**config.mk**
```make
export PLATFORM = sky130hd
export DESIGN_NAME = line_defect_mon
export DESIGN_NICKNAME = d
export VERILOG_FILES = /design/src/rtl/ldm_pkg.sv /design/src/rtl/ldm_k2_filter.sv /design/src/rtl/ldm_lof_tracker.sv /design/src/rtl/ldm_rdi_gen.sv /design/src/rtl/line_defect_mon.sv
export SDC_FILE = /design/constraint.sdc
export NUM_CORES = 1
export LEC_CHECK = 0
export ABC_AREA = 1
export BUFFER_PORTS_ARGS = -buffer_cell sky130_fd_sc_hd__buf_2
export CELL_PAD_IN_SITES_DETAIL_PLACEMENT = 0
export CELL_PAD_IN_SITES_GLOBAL_PLACEMENT = 2
export CORE_UTILIZATION = 33
export DETAILED_ROUTE_END_ITERATION = 10
export GPL_ROUTABILITY_DRIVEN = 0
export PLACE_DENSITY = 0.93
export SYNTH_ARGS = -nofsm -noshare
export SYNTH_HDL_FRONTEND = slang
export SYNTH_SLANG_ARGS = --single-unit
```
**constraint.sdc**
```tcl
create_clock -name clk -period 5.01 [get_ports clk]
set_clock_uncertainty 0.1 [all_clocks]
set_input_delay 0.501 -clock clk [delete_from_list [all_inputs] [get_ports clk]]
set_output_delay 0.501 -clock clk [all_outputs]
set_load 0.01 [all_outputs]
```
**src/rtl/ldm_pkg.sv**
```systemverilog
package ldm_pkg;
  // K2 bits 3..1 carry the line maintenance code
  localparam int          K2_CODE_LSB = 1;
  localparam int          K2_CODE_W   = 3;
  localparam logic [2:0]  CODE_AIS    = 3'b111;
  localparam logic [2:0]  CODE_RDI    = 3'b110;
  localparam int          NUM_K2_DEF  = 2;

  typedef enum int {DEF_AIS = 0, DEF_RDI = 1} k2_def_e;

  function automatic logic [2:0] code_for(int idx);
    return (idx == DEF_AIS) ? CODE_AIS : CODE_RDI;
  endfunction
endpackage

```
**src/rtl/ldm_k2_filter.sv**
```systemverilog
module ldm_k2_filter #(
  parameter int         CNTW    = 4,
  parameter logic [2:0] PATTERN = 3'b111
) (
  input  logic            clk,
  input  logic            rst,
  input  logic            stb,
  input  logic [2:0]      code,
  input  logic [CNTW-1:0] persist,
  output logic            flag_o
);
  localparam int RUNW = CNTW + 1;

  logic [RUNW-1:0] run_q;
  logic [RUNW-1:0] need;
  logic            hit;

  assign need = (persist == '0) ? RUNW'(1) : {1'b0, persist};
  assign hit  = (code == PATTERN);

  always_ff @(posedge clk) begin
    if (rst) begin
      flag_o <= 1'b0;
      run_q  <= '0;
    end else if (stb) begin
      if (hit != flag_o) begin
        if (run_q + RUNW'(1) >= need) begin
          flag_o <= hit;
          run_q  <= '0;
        end else begin
          run_q <= run_q + RUNW'(1);
        end
      end else begin
        run_q <= '0;
      end
    end
  end
endmodule

```
**src/rtl/ldm_lof_tracker.sv**
```systemverilog
module ldm_lof_tracker #(
  parameter int SET_FRAMES = 24,
  parameter int CLR_SLOW   = 24,
  parameter int CLR_FAST   = 8
) (
  input  logic clk,
  input  logic rst,
  input  logic stb,
  input  logic oof,
  input  logic fast,
  output logic lof_o
);
  localparam int CLR_MAX = (CLR_SLOW > CLR_FAST) ? CLR_SLOW : CLR_FAST;
  localparam int SW      = $clog2(SET_FRAMES + 1);
  localparam int CW      = $clog2(CLR_MAX + 1);

  logic [SW-1:0] oof_run_q;
  logic [CW-1:0] clean_q;
  logic [CW-1:0] clr_need;

  assign clr_need = fast ? CW'(CLR_FAST) : CW'(CLR_SLOW);

  always_ff @(posedge clk) begin
    if (rst) begin
      oof_run_q <= '0;
      clean_q   <= '0;
      lof_o     <= 1'b0;
    end else if (stb) begin
      if (oof) begin
        clean_q <= '0;
        if (oof_run_q < SW'(SET_FRAMES))
          oof_run_q <= oof_run_q + SW'(1);
        if (int'(oof_run_q) + 1 >= SET_FRAMES)
          lof_o <= 1'b1;
      end else begin
        oof_run_q <= '0;
        if (lof_o) begin
          if (int'(clean_q) + 1 >= int'(clr_need)) begin
            lof_o   <= 1'b0;
            clean_q <= '0;
          end else begin
            clean_q <= clean_q + CW'(1);
          end
        end else begin
          clean_q <= '0;
        end
      end
    end
  end
endmodule

```
**src/rtl/ldm_rdi_gen.sv**
```systemverilog
module ldm_rdi_gen (
  input  logic clk,
  input  logic rst,
  input  logic los_raw,
  input  logic act_low,
  input  logic mask,
  input  logic lais,
  input  logic lof,
  output logic rdi_o
);
  logic los_active;

  assign los_active = los_raw ^ act_low;

  always_ff @(posedge clk) begin
    if (rst) rdi_o <= 1'b0;
    else     rdi_o <= lais | lof | (los_active & ~mask);
  end
endmodule

```
**src/rtl/line_defect_mon.sv**
```systemverilog
module line_defect_mon #(
  parameter int K2W        = 8,
  parameter int CNTW       = 4,
  parameter int LOF_SET    = 24,
  parameter int LOF_CLR_SL = 24,
  parameter int LOF_CLR_FS = 8
) (
  input  logic            clk,
  input  logic            rst,
  input  logic            frame_stb,
  input  logic [K2W-1:0]  k2_byte,
  input  logic            oof_in,
  input  logic            los_in,
  input  logic [CNTW-1:0] cfg_persist,
  input  logic            cfg_los_act_low,
  input  logic            cfg_los_mask,
  input  logic            cfg_lof_fast,
  output logic            lais_o,
  output logic            lrdi_o,
  output logic            lof_o,
  output logic            rdi_req_o
);
  import ldm_pkg::*;

  logic [K2_CODE_W-1:0]  k2_code;
  logic [NUM_K2_DEF-1:0] k2_flags;
  logic                  unused_k2;

  assign k2_code   = k2_byte[K2_CODE_LSB +: K2_CODE_W];
  assign unused_k2 = ^k2_byte;

  for (genvar g = 0; g < NUM_K2_DEF; g++) begin : g_k2
    ldm_k2_filter #(
      .CNTW    (CNTW),
      .PATTERN (code_for(g))
    ) u_filt (
      .clk     (clk),
      .rst     (rst),
      .stb     (frame_stb),
      .code    (k2_code),
      .persist (cfg_persist),
      .flag_o  (k2_flags[g])
    );
  end

  assign lais_o = k2_flags[DEF_AIS];
  assign lrdi_o = k2_flags[DEF_RDI];

  ldm_lof_tracker #(
    .SET_FRAMES (LOF_SET),
    .CLR_SLOW   (LOF_CLR_SL),
    .CLR_FAST   (LOF_CLR_FS)
  ) u_lof (
    .clk   (clk),
    .rst   (rst),
    .stb   (frame_stb),
    .oof   (oof_in),
    .fast  (cfg_lof_fast),
    .lof_o (lof_o)
  );

  ldm_rdi_gen u_rdi (
    .clk     (clk),
    .rst     (rst),
    .los_raw (los_in),
    .act_low (cfg_los_act_low),
    .mask    (cfg_los_mask),
    .lais    (lais_o),
    .lof     (lof_o),
    .rdi_o   (rdi_req_o)
  );
endmodule

```
; ---- Yosys cells after proc, flatten, opt, wreduce, memory -nomap -nowiden
; Index checks and enable logic that the tools add are counted.
; Widths: inputs -> output; s select.
[word_totals]
register_bits = 24
latch_bits = 0
mem_bits_rw = 0
romBits = 0
input_bits = 20
out_inout_bits = 4
elab_cells = 50
memories = 0
[op_classes]
n_addsub = 6
n_mul = 0
div = 0
n_lt_le_gt_ge = 5
eq_ne = 6
shifts = 0
n_mux = 15
n_bitwise = 5
n_reduce_logical = 5
[op_table]
columns = operator, n
row1 = $mux 5, 10
row2 = $ge 32x6->1, 1
row3 = $ge 32x6->1 const B, 1
row4 = $add 5x1->5 const B, 4
row5 = $add 5x1->6 const B, 2
row6 = $ge 5x5->1, 2
row7 = $eq 3x3->1 const B, 2
row8 = $reduce_and 3->1, 2
row9 = $lt 5x5->1 const B, 1
row10 = $logic_not 4->1, 1
row11 = $mux 1, 4
row12 = $mux 4, 1
row13 = $ne 2x1->1 const B, 2
row14 = $reduce_and 2->1, 2
row15 = $ne 1x1->1, 2
row16 = $or 1x1->1, 2
row17 = $and 1x1->1, 1
row18 = $not 1->1, 1
row19 = $xor 1x1->1, 1

; ---- Logic depth before layout (Yosys ltp)
; Gate-level depths: netlist of run 1.
[logic_depth]
word_depth = 5
ltp_mapped = 14
depth_no_buf = 14

; ---- Hierarchy
; A second synthesis of run 1 with hierarchy kept.
[hier_totals]
cells_unflattened = 228
area_unflattened_um2 = 1674.1
[by_module_without_submodules]
columns = mod, instances, cells_each, area_each_um2, seq_area_each_um2
row1 = ldm_lof_tracker, 1, 102, 696.9, 220.2
row2 = ldm_k2_filter at g_k2[1].u_filt, 1, 60, 464.2, 120.1
row3 = ldm_k2_filter at g_k2[0].u_filt, 1, 57, 451.7, 120.1
row4 = ldm_rdi_gen, 1, 9, 61.3, 20.0

; ---- Worst setup path after synthesis of run 1
; Ideal clock, no wire load.
[synth_path]
kind = input -> register
from = input cfg_persist[2]
to = register g_k2[1].u_filt.run_q[3]
setup_time_ps = 59
t_arrival_ps = 1673
required_time_ps = 4851
setup_slack_ps = 3178
path_stages = 14
path_buffers = 0
path_cell_list = inv_1 > a31o_2 > ha_1 > inv_1 > nand2_1 > nand2_1 > nand2_1 > nand2_1 > nand2_1 > nand2_1 > nand2_1 > nor2_2 > nand3_1 > nand2_1
[synth_between]
elab_chain_cells = 5
[synth_rtl]
columns = item, line
row1 = start: declaration, line_defect_mon.sv:14  ; input logic [CNTW-1:0] cfg_persist,
row2 = $logic_not 4->1, ldm_k2_filter.sv:18  ; assign need = (persist == '0) ? RUNW'(1) : {1'b0, persist};
row3 = $mux 4 *, ldm_k2_filter.sv:18
row4 = $ge 5x5->1 *, ldm_k2_filter.sv:27  ; if (run_q + RUNW'(1) >= need) begin
row5 = $mux 5 *, ldm_k2_filter.sv:27
row6 = $mux 5 *, ldm_k2_filter.sv:26  ; if (hit != flag_o) begin
row7 = end signal: assignment, ldm_k2_filter.sv:31  ; run_q <= run_q + RUNW'(1);
row8 = end: declaration, ldm_k2_filter.sv:14  ; logic [RUNW-1:0] run_q;
; Mark *: on every way between the ends. The rest lies on a longest branch, timed or not.
; A chain may end at the register's enable or synchronous reset.

; ---- Worst setup path after layout of run 1
[layout_path]
from = register u_lof.clean_q[1]
to = register u_lof.clean_q[1]
[layout_between]
elab_chain_cells = 5
elab_cells_between_ends = 6
cone_classes = 2 x add/sub / 1 x order compare / 3 x mux
[layout_rtl]
columns = item, line
row1 = start: declaration, ldm_lof_tracker.sv:18  ; logic [CW-1:0] clean_q;
row2 = start signal: assignment, ldm_lof_tracker.sv:42  ; clean_q <= clean_q + CW'(1);
row3 = $add 5x1->6, ldm_lof_tracker.sv:38  ; if (int'(clean_q) + 1 >= int'(clr_need)) begin
row4 = $ge 32x6->1, ldm_lof_tracker.sv:38
row5 = $mux 5 *, ldm_lof_tracker.sv:38
row6 = $mux 5 *, ldm_lof_tracker.sv:37  ; if (lof_o) begin
row7 = $mux 5 *, ldm_lof_tracker.sv:29  ; if (oof) begin
; Marked as above.

==> run_results.csv, run 1 <==
group,metric,value,unit
outcome,run_status,"finished, final reports clean",
critical_path,crit_path_end,"u_lof.clean_q[1]$_SDFFE_PP0P_",
critical_path,critPathArrivalTime,1970,ps
layout,instances_no_fill,265,
layout,diodes,0,
floorplanning,die-area,0.00462,mm²
place,placed_area,0.00157,mm²
routing,drtIter0Drc,28,
routing,drt-total-wl,2750,µm
critical_path,r2r_slack,3130,ps
grt,grt_use_total,0.132,
run,drv_cap,0,
sta,setup_violations,0,
critical_path,worst-setup-path-type,"reg -> reg",
critical_path,cp_slowest_stage_delay,410,ps
sta,timing.setup.tns,0,ps
cts,postCtsSetupBuffers,0,
place,dp_hpwl,2180,µm
pwr,clock_power_share,0.348,
logic_synthesis,yosysSeqAreaShare,0.334,
pwr,ir_drop,83.4,µV
cts,ctsHoldBuffers,0,
pwr,sw_frac_of_total,0.246,
critical_path,critPathLaunch,"u_lof.clean_q[1]$_SDFFE_PP0P_",
layout,nets,251,
logic_synthesis,synth_cells,196,
logic_synthesis,synth_area_leader_cell,"dfxtp_1",
grt,antenna_found_initial,0,
critical_path,r2r-start,"u_lof.clean_q[1]$_SDFFE_PP0P_",
cts,cts_buffers,3,
pwr,p_total,0.375,mW
layout,utilization,0.398,
layout,final_cell_area,0.00163,mm²
cts,htree_levels,1,
critical_path,end_kind,"flip-flop",
routing,num_vias,1222,
grt,grt_max_degree,14,
logic_synthesis,synthTopCellsByCount,"nand2_1, dfxtp_1, nand3_1, ha_1, inv_1",
pwr,internal-power,0.282,mW
logic_synthesis,ys_ff_latch,24,
place,port_buffers,18,
critical_path,rr_worst_depth,7,
routing,drc,0,
pwr,leakage,0.783,nW
floorplanning,initial_core_util,0.352,
cts,clk_pin_slew,80,ps
sta,rsz0062_at_grt,"false",
grt,grt_pass1_wl,4590,µm
sta,max_freq,532,MHz
floorplanning,die_h,68.0,µm
logic_synthesis,synth_area,0.00144,mm²
cts,cts_tree,"done",
floorplanning,core,0.00409,mm²
place,dp.cells,261,
floorplanning,rows,23,
cts,worstSkewPairLatency,260,ps
pwr,seqPwrFrac,0.528,
cts,clock_sinks,24,
logic_synthesis,post-synth-top-count-cell,"nand2_1",
sta,hold_viol_final,0,
logic_synthesis,netlist_top_cells_area,"dfxtp_1, nand2_1, ha_1",
routing,ant_nets,0,
sta,tightest_slew,398,ps
cts,ctsResizeCount,0,
critical_path,cp_slowest_cell,"dfxtp_1",
logic_synthesis,synthArstFlopShare,0,
cts,clockRootBuffer,"clkbuf_8",
logic_synthesis,synthFlopType,"dfxtp_1",
critical_path,critPathMaxFanout,5,
logic_synthesis,syn_avg_cell_area,7.33,µm²
pwr,p_comb_frac,0.124,
critical_path,cp.required,5100,ps
cts,clk_path_buf_depth,2,
logic_synthesis,synth_cell_type_count,27,
min_path,hold_class,"reg -> reg",
sta,slew-limit-headroom,0.734,
logic_synthesis,synth_top_area_frac,0.334,
critical_path,reg2reg_to,"u_lof.clean_q[1]$_SDFFE_PP0P_",
sta,maxSlewViolCount,0,
logic_synthesis,synth_nets,231,
layout,syn_to_final_growth,13.2,%
sta,period_minus_slack,1880,ps
floorplanning,dieWidth,68.0,µm
layout,drive_above_1_share,0.195,
logic_synthesis,synth-edff-count,0,
grt,overflow,0,
routing,vias_per_cell,4.61,
grt,grt_pass1_vias,1035,
pwr,power-per-cell-area,230,mW/mm²
sta,post-route-period-util,0.375,
pwr,p_switching,0.0922,mW
critical_path,path_cells,"ha_1, nand3_1, xor2_1, ha_1, nor3_2, nand3_1, o21ai_1",
routing,firstDrtPassIters,4,
critical_path,worstSetupStartpointType,"flip-flop",
floorplanning,io_pins,24,
logic_synthesis,yosys_warnings,0,
routing,wire_per_inst,10.4,µm
[layer usage]
layer | GRT usage | part of all wire | vias to the layer above
li1 | - | - | 674
met1 | 0.172 | 0.49 | 537
met2 | 0.221 | 0.48 | 9
met3 | 0.0200 | 0.016 | 2
met4 | 0.0391 | 0.0066 | 0
met5 | 0 | 0 | -
[area by class of cell]
type                    count  area (µm²)
clock buffers               4        55.1
multi-input cells         146         853
flip-flops and latches     24         480
well taps                  50        62.6
repair buffers             18        90.1
inverters                  23        86.3
fillers                   451        2460
[worst min-delay path by stage]
stage,start,endpoint,slack (ps),cells after the start
floorplan,g_k2[0].u_filt.run_q[4]$_SDFFE_PP0P_,g_k2[0].u_filt.run_q[4]$_SDFFE_PP0P_,320,2
global placement,g_k2[0].u_filt.run_q[4]$_SDFFE_PP0P_,g_k2[0].u_filt.run_q[4]$_SDFFE_PP0P_,340,2
detailed placement,g_k2[0].u_filt.run_q[4]$_SDFFE_PP0P_,g_k2[0].u_filt.run_q[4]$_SDFFE_PP0P_,340,2
CTS,g_k2[0].u_filt.run_q[4]$_SDFFE_PP0P_,g_k2[0].u_filt.run_q[4]$_SDFFE_PP0P_,350,2
global route,g_k2[0].u_filt.run_q[4]$_SDFFE_PP0P_,g_k2[0].u_filt.run_q[4]$_SDFFE_PP0P_,380,2
finish,g_k2[0].u_filt.run_q[4]$_SDFFE_PP0P_,g_k2[0].u_filt.run_q[4]$_SDFFE_PP0P_,350,2
[cells by family after synthesis]
group,count (synthesis),synth area share
AO/OA/AOI/OAI,22,0.0862
XOR/XNOR,11,0.0670
adder cells (fa/ha/maj),15,0.131
buffers and inverters,26,0.0722
flip-flops,24,0.334
AND/OR/NAND/NOR,98,0.310
[metrics by stage]
stage | hold slack (ps) | setup slack (ps)
3_3_place_gp | 338 | 2930
3_5_place_dp | 340 | 2910
5_1_grt | 379 | 2960
2_1_floorplan | 316 | 3180
6_report | 347 | 3130
4_1_cts | 353 | 3120
[power groups by stage]
| stage | sequential [mW] | combinational (mW) | clock (mW) |
|---|---|---|---|
| finish | 0.198 | 0.0464 | 0.130 |
| global route | 0.199 | 0.0540 | 0.142 |
| CTS | 0.198 | 0.0474 | 0.136 |
| detailed placement | 0.203 | 0.0472 | 0 |
| global placement | 0.202 | 0.0472 | 0 |
| floorplan | 0.203 | 0.0318 | 0 |
[critical path, delay by kind of cell, from the launching register on]
family | cells | cell delay, ps
flops | 1 | 410
xor+xnor | 1 | 170
fa+ha+maj | 2 | 430
compound gates | 1 | 170
simple gates | 3 | 530
[state kept, by name, summed over array words and instances, names as in the netlist]
signal and flops:
u_rdi.rdi_o 1, u_lof.clean_q 5, g_k2.u_filt.run_q 10, u_lof.lof_o 1, g_k2.u_filt.flag_o 2, u_lof.oof_run_q 5
[cells in the final DEF, fill, tap and decap left out, types with 2 or more instances in the layout]
| master | synthesis | final |
|---|---|---|
| o21ai_1 | 2 | 2 |
| clkbuf_8 | 0 | 4 |
| nand2_2 | 2 | 2 |
| xor2_1 | 6 | 6 |
| nor3_1 | 2 | 2 |
| o22ai_1 | 2 | 2 |
| inv_1 | 14 | 14 |
| xnor2_1 | 5 | 5 |
| nor2_4 | 2 | 2 |
| nand3b_1 | 2 | 2 |
| nand2_1 | 54 | 54 |
| buf_2 | 2 | 18 |
| nand3_1 | 21 | 21 |
| dfxtp_1 | 24 | 24 |
| ha_1 | 15 | 15 |
| inv_2 | 8 | 8 |
| o21ai_0 | 3 | 3 |
| nor2_2 | 5 | 5 |
| nor2_1 | 8 | 8 |
| a21oi_1 | 11 | 11 |
No activity file was read; power rests on OpenSTA's default activity.
==> inputs of run 2 (changes only) <==
--- a/config.mk
+++ b/config.mk
@@ -9,10 +9,10 @@
 export BUFFER_PORTS_ARGS = -buffer_cell sky130_fd_sc_hd__buf_2
 export CELL_PAD_IN_SITES_DETAIL_PLACEMENT = 0
 export CELL_PAD_IN_SITES_GLOBAL_PLACEMENT = 2
-export CORE_UTILIZATION = 33
+export CORE_UTILIZATION = 28
 export DETAILED_ROUTE_END_ITERATION = 10
 export GPL_ROUTABILITY_DRIVEN = 0
-export PLACE_DENSITY = 0.93
+export PLACE_DENSITY = 0.85
 export SYNTH_ARGS = -nofsm -noshare
 export SYNTH_HDL_FRONTEND = slang
 export SYNTH_SLANG_ARGS = --single-unit
==> constraint.sdc (replaced) <==
create_clock -name clk -period 1.64 [get_ports clk]
set_clock_uncertainty 0.1 [all_clocks]
set_input_delay 0.164 -clock clk [delete_from_list [all_inputs] [get_ports clk]]
set_output_delay 0.164 -clock clk [all_outputs]
set_load 0.01 [all_outputs]
==> run 2 against run 1 <==
The flow now finishes with violations (setup timing). Flip-flop and latch count unchanged. Count of clock-buffer cells in the layout decreased by 1. Setup slack got worse by 3200 ps. Sequential power increased to 3.1 times the previous value. Non-clock buffer count increased by 26. Register-to-register slack got worse by 3200 ps. Worst hold slack got worse by 290 ps. Clock power increased to 4.1 times the previous value. Core utilization increased by 4.5 points. Cell area increased by 31%. First-iteration DRC count decreased by 11%. Total power increased to 3.5 times the previous value. Critical path type unchanged.
==> run_results.csv, run 2 (synthesis results as in run 1) <==
group,metric,value,unit
floorplanning,die_h,73.7,µm
grt,grt_pass1_wl,5350,µm
layout,multi_input_comb_area,0.00111,mm²
routing,highest_layer,"met4",
sta,setup_violations,9,
critical_path,r2r-start,"g_k2[0].u_filt.run_q[0]$_SDFFE_PP0P_",
cts,clk_path_buf_depth,2,
routing,wire_per_inst,10.6,µm
place,port_buffers,18,
layout,seqCellArea,489,µm²
layout,final_cell_area,0.00213,mm²
sta,tightest_slew,404,ps
routing,vias_per_cell,4.23,
sta,max_freq,600,MHz
layout,drive_above_1_share,0.448,
floorplanning,io_pins,24,
floorplanning,die-area,0.00543,mm²
pwr,p_comb_frac,0.144,
critical_path,critPathArrivalTime,1780,ps
layout,largest_reg_flops,10,
critical_path,end_kind,"flip-flop",
floorplanning,initial_core_util,0.298,
floorplanning,rows,25,
grt,overflow,0,
layout,layout_commonest_cell,"nand2_1",
routing,route.met2.wl,1600,µm
routing,drt-total-wl,3260,µm
outcome,run_status,"finished with violations",
min_path,min_from,"cfg_los_mask",
layout,largest_registers,"g_k2.u_filt.run_q x10, u_lof.clean_q x5, u_lof.oof_run_q x5",
layout,nets,277,
run,drv_cap,0,
cts,worstSkewPairLatency,270,ps
cts,cts_tree,"done",
critical_path,r2r_slack,-30,ps
critical_path,crit_top_cell,"nand2_1",
layout,syn_to_final_growth,48.4,%
routing,drc,0,
routing,firstDrtPassIters,4,
cts,ctsHoldBuffers,0,
sta,rsz0062_at_grt,"true",
sta,period_minus_slack,1670,ps
sta,hold_viol_final,0,
routing,num_vias,1302,
pwr,seqPwrFrac,0.457,
cts,clk_pin_slew,100,ps
critical_path,critPathMaxFanout,4,
critical_path,cp_slowest_cell,"dfxtp_2",
grt,grt_pass1_vias,1233,
cts,clock_sinks,24,
pwr,p_switching,0.321,mW
routing,drtIter0Drc,25,
routing,ant_nets,0,
grt,grt_use_total,0.127,
routing,wl_met3,56,µm
grt,antenna_found_initial,0,
critical_path,worstSetupStartpointType,"flip-flop",
pwr,clock_power_share,0.399,
pwr,leakage,0.942,nW
critical_path,cp_slowest_stage_delay,370,ps
layout,diodes,0,
place,dp_hpwl,2330,µm
sta,whs,57.9,ps
min_path,hold_class,"in -> reg",
floorplanning,core,0.00482,mm²
outcome,violations,"setup timing",
pwr,internal-power,1.00,mW
sta,timing.setup.tns,-88.4,ps
pwr,power-per-cell-area,620,mW/mm²
routing,met1_length,1590,µm
cts,clockRootBuffer,"clkbuf_8",
layout,fill_cells,510,
critical_path,worst-setup-path-type,"reg -> reg",
pwr,p_total,1.32,mW
layout,final_cell_mix,"nand2_1, buf_4, buf_2",
grt,grt_max_degree,15,
critical_path,path_cells,"ha_4, xor2_4, ha_4, nand2_1, nand2_1, nand2_1, nand2_2, nor2_4, nand3_2, nand2_1",
pwr,ir_drop,390,µV
critical_path,critPathLaunch,"g_k2[0].u_filt.run_q[0]$_SDFFE_PP0P_",
sta,post-route-period-util,1.02,
floorplanning,dieWidth,73.7,µm
sta,setup_ws,-27.1,ps
cts,htree_levels,1,
cts,cts_buffers,3,
layout,largest_register,"g_k2.u_filt.run_q",
sta,maxSlewViolCount,0,
critical_path,cp.required,1760,ps
sta,slew-limit-headroom,0.730,
place,placed_area,0.00174,mm²
pwr,sw_frac_of_total,0.243,
==> run 2: cell count changes in the layout (fill, tap and decap cells not counted), moves of 7 or more <==
cell / change
ha_4: +8
dfxtp_1: -7
ha_1: -9
nand3_1: -12
nand3_2: +10
buf_4: +24
dfxtp_2: +7
==> run 2: what timing repair did <==
item                       4_1_cts  5_1_grt
gates resized for setup         18       30
pin swaps                        6       20
setup endpoints to repair       16       16
buffers inserted                 1        6
==> run 2: power by group through the flow <==
stage               combinational, mW  clock (mW)  sequential [mW]
floorplan                      0.0973           0            0.619
global placement                0.161           0            0.616
detailed placement              0.161           0            0.616
CTS                             0.169       0.536            0.605
global route                    0.218       0.558            0.607
finish                          0.190       0.529            0.605
==> run 2: layout make-up <==
type,instances,share of cell area
tap,67,0.0393
multi-input combinational,146,0.520
clock inverter,1,0.0141
clock buffer,3,0.0194
timing repair buffer,44,0.137
inverter,23,0.0405
sequential,24,0.229
==> run 2: worst paths after layout <==
check                                                       endpoint  cells past startpoint
worst max-delay path            g_k2[0].u_filt.run_q[2]$_SDFFE_PP0P_                     10
worst min register to register  g_k2[0].u_filt.run_q[4]$_SDFFE_PP0P_                      2
worst min-delay path                          u_rdi.rdi_o$_SDFF_PP0_                      4
worst max register to register  g_k2[0].u_filt.run_q[2]$_SDFFE_PP0P_                     10
==> run 2: layer usage <==
| metal | vias to the layer above | global-route usage |
|---|---|---|
| met4 | 0 | 0.0385 |
| li1 | 722 | - |
| met3 | 2 | 0.0151 |
| met2 | 8 | 0.214 |
| met1 | 570 | 0.169 |
| met5 | - | 0 |
==> run 2: critical path: cells and delay by family, from the launching register on <==
kind                       cells  cell delay, ps
and+or+nand+nor                7             560
adders and majority gates      2             390
DFF                            1             370
xor gates and xnor gates       1             180
==> run 2: stage by stage <==
step | setup slack (ps) | util | std cells
finish | -27.1 | 0.443 | 308
global route | -142 | 0.443 | 308
CTS | -24.6 | 0.398 | 302
floorplan | 10.7 | - | 196
global placement | -94.0 | 0.361 | 297
detailed placement | -107 | 0.361 | 297
==> inputs of run 3 (changes only) <==
==> constraint.sdc (replaced) <==
create_clock -name clk -period 1.64 [get_ports clk]
set_clock_uncertainty 0.1 [all_clocks]
set_input_delay 0.246 -clock clk [delete_from_list [all_inputs] [get_ports clk]]
set_output_delay 0.246 -clock clk [all_outputs]
set_load 0.01 [all_outputs]
==> run 3 against run 2 <==
The flow still finishes with violations (setup timing). Global-route usage up 0.22 points. Worst hold slack improved by 88 ps. Non-clock buffer count decreased by 1. Die area unchanged. Core utilization fell by 1.2 points. Critical path type unchanged. Critical endpoint is now u_lof.lof_o$_SDFFE_PP0P_.
==> run_results.csv, run 3 (synthesis results as in run 1) <==
group,metric,value,unit
outcome,run_status,"finished with violations",
outcome,violations,"setup timing",
routing,wire_per_inst,10.8,µm
routing,vias_per_cell,4.33,
critical_path,cp_num_buf_inv,2,
grt,overflow,0,
routing,drt-total-wl,3320,µm
layout,final_cell_mix,"nand2_1, buf_4, dfxtp_1, buf_2, inv_1",
cts,cts_buffers,3,
place,dp.cells,298,
cts,clk_path_buf_depth,2,
routing,firstDrtPassIters,4,
layout,instances_no_fill,306,
critical_path,critPathMaxFanout,2,
cts,clk_pin_slew,80,ps
sta,whs,146,ps
sta,tightest_slew,330,ps
floorplanning,die_h,73.7,µm
critical_path,cp_slowest_stage_delay,360,ps
critical_path,cp_slowest_cell,"dfxtp_2",
floorplanning,rows,25,
cts,htree_levels,1,
critical_path,cp.depth,10,
floorplanning,core,0.00482,mm²
sta,rsz0062_at_grt,"true",
cts,clock_sinks,24,
floorplanning,die-area,0.00543,mm²
sta,max_freq,597,MHz
cts,cts_tree,"done",
cts,worstSkewPairLatency,260,ps
grt,grt_max_degree,13,
layout,syn_to_final_growth,44.3,%
routing,num_vias,1326,
critical_path,rr_worst_depth,10,
layout,largest_register,"g_k2.u_filt.run_q",
min_path,min_from,"cfg_los_mask",
sta,slew-limit-headroom,0.780,
layout,drive_above_1_share,0.410,
pwr,leakage,0.934,nW
grt,grt_pass1_vias,1230,
routing,drc,0,
min_path,hold_class,"in -> reg",
routing,ant_nets,0,
critical_path,end_kind,"flip-flop",
critical_path,worstSetupStartpointType,"flip-flop",
sta,setup_ws,-34.5,ps
floorplanning,io_pins,24,
pwr,ir_drop,290,µV
routing,drtIter0Drc,34,
sta,maxSlewViolCount,0,
sta,period_minus_slack,1670,ps
floorplanning,initial_core_util,0.298,
layout,diodes,0,
cts,ctsHoldBuffers,0,
place,port_buffers,18,
layout,layout_commonest_cell,"nand2_1",
critical_path,path_cells,"ha_4, nand3_4, xor2_4, ha_4, nor3_4, buf_6, nand3_4, nand2_2, nand2_1, inv_1",
grt,grt_pass1_wl,5420,µm
sta,hold_viol_final,0,
sta,post-route-period-util,1.02,
grt,grt_use_total,0.129,
critical_path,worst-setup-path-type,"reg -> reg",
critical_path,critPathTopFamily,"simple AND/OR/NAND/NOR gates",
critical_path,cp.required,1750,ps
min_path,hold_path_depth,4,
cts,clockRootBuffer,"clkbuf_8",
floorplanning,dieWidth,73.7,µm
pwr,p_total,1.14,mW
critical_path,critPathArrivalTime,1790,ps
run,drv_cap,0,
critical_path,critPathLaunch,"u_lof.clean_q[1]$_SDFFE_PP0P_",
layout,nets,276,
place,dp_hpwl,2370,µm
layout,largest_reg_flops,10,
place,dpl_worst_slack,-177,ps
layout,largest_registers,"g_k2.u_filt.run_q x10, u_lof.clean_q x5, u_lof.oof_run_q x5",
sta,setup_violations,5,
critical_path,r2r-start,"u_lof.clean_q[1]$_SDFFE_PP0P_",
grt,antenna_found_initial,0,
pwr,power-per-cell-area,550,mW/mm²
[run 3: changes by cell type in the layout (fill, tap and decap cells not counted), moves of 2 or more]
cell and delta:
nand3_1 +2, nand3_2 -2, ha_1 +2, buf_4 -2, nand2_2 -2
[run 3: power by group]
group / switching [mW] / leakage [nW] / internal, mW
registers: 0.0102 / 0.197 / 0.594
clock network: 0.184 / 0.0216 / 0.164
logic: 0.108 / 0.715 / 0.0802
[run 3: what timing repair did]
item	4_1_cts	5_1_grt
pin swaps	11	14
gates resized for setup	27	16
setup buffers	2	3
endpoints found under the setup margin	16	16
endpoints found under the hold margin	0	0
[run 3: layout make-up]
| cell class | instances | area [µm²] |
|---|---|---|
| Clock buffer | 3 | 41.3 |
| Fill cell | 510 | 2740 |
| Inverter | 23 | 86.3 |
| Multi-Input combinational cell | 146 | 1090 |
| Sequential cell | 24 | 488 |
| Tap cell | 67 | 83.8 |
| Timing Repair Buffer | 43 | 289 |
[run 3: worst paths after layout]
| check | to | slack, ps |
|---|---|---|
| setup / recovery | u_lof.lof_o$_SDFFE_PP0P_ | -30 |
| hold / removal | u_rdi.rdi_o$_SDFF_PP0_ | 150 |
| setup reg to reg | u_lof.lof_o$_SDFFE_PP0P_ | -30 |
| hold reg to reg | g_k2[0].u_filt.run_q[4]$_SDFFE_PP0P_ | 350 |
[run 3: tightest hold or removal path, delay by kind of cell]
family	cells	cell delay (ps)
buffers and inverters	1	70
AOI/OAI and AO/OA	3	150
[run 3: through the flow]
stage | setup TNS, ps | area (µm²) | util
6_report | -102 | 2070 | 0.431
5_1_grt | -1330 | 2070 | 0.431
4_1_cts | -100 | 1950 | 0.405
3_5_place_dp | -1370 | 1740 | 0.362
3_3_place_gp | -1180 | 1740 | 0.362
2_1_floorplan | 0 | 1440 | -
[run 3: layer usage]
| metal | vias up | GRT usage | part of all wire |
|---|---|---|---|
| li1 | 721 | - | - |
| met3 | 4 | 0.0123 | 0.013 |
| met2 | 12 | 0.213 | 0.48 |
| met5 | - | 0 | 0 |
| met4 | 0 | 0.0470 | 0.0087 |
| met1 | 589 | 0.174 | 0.49 |
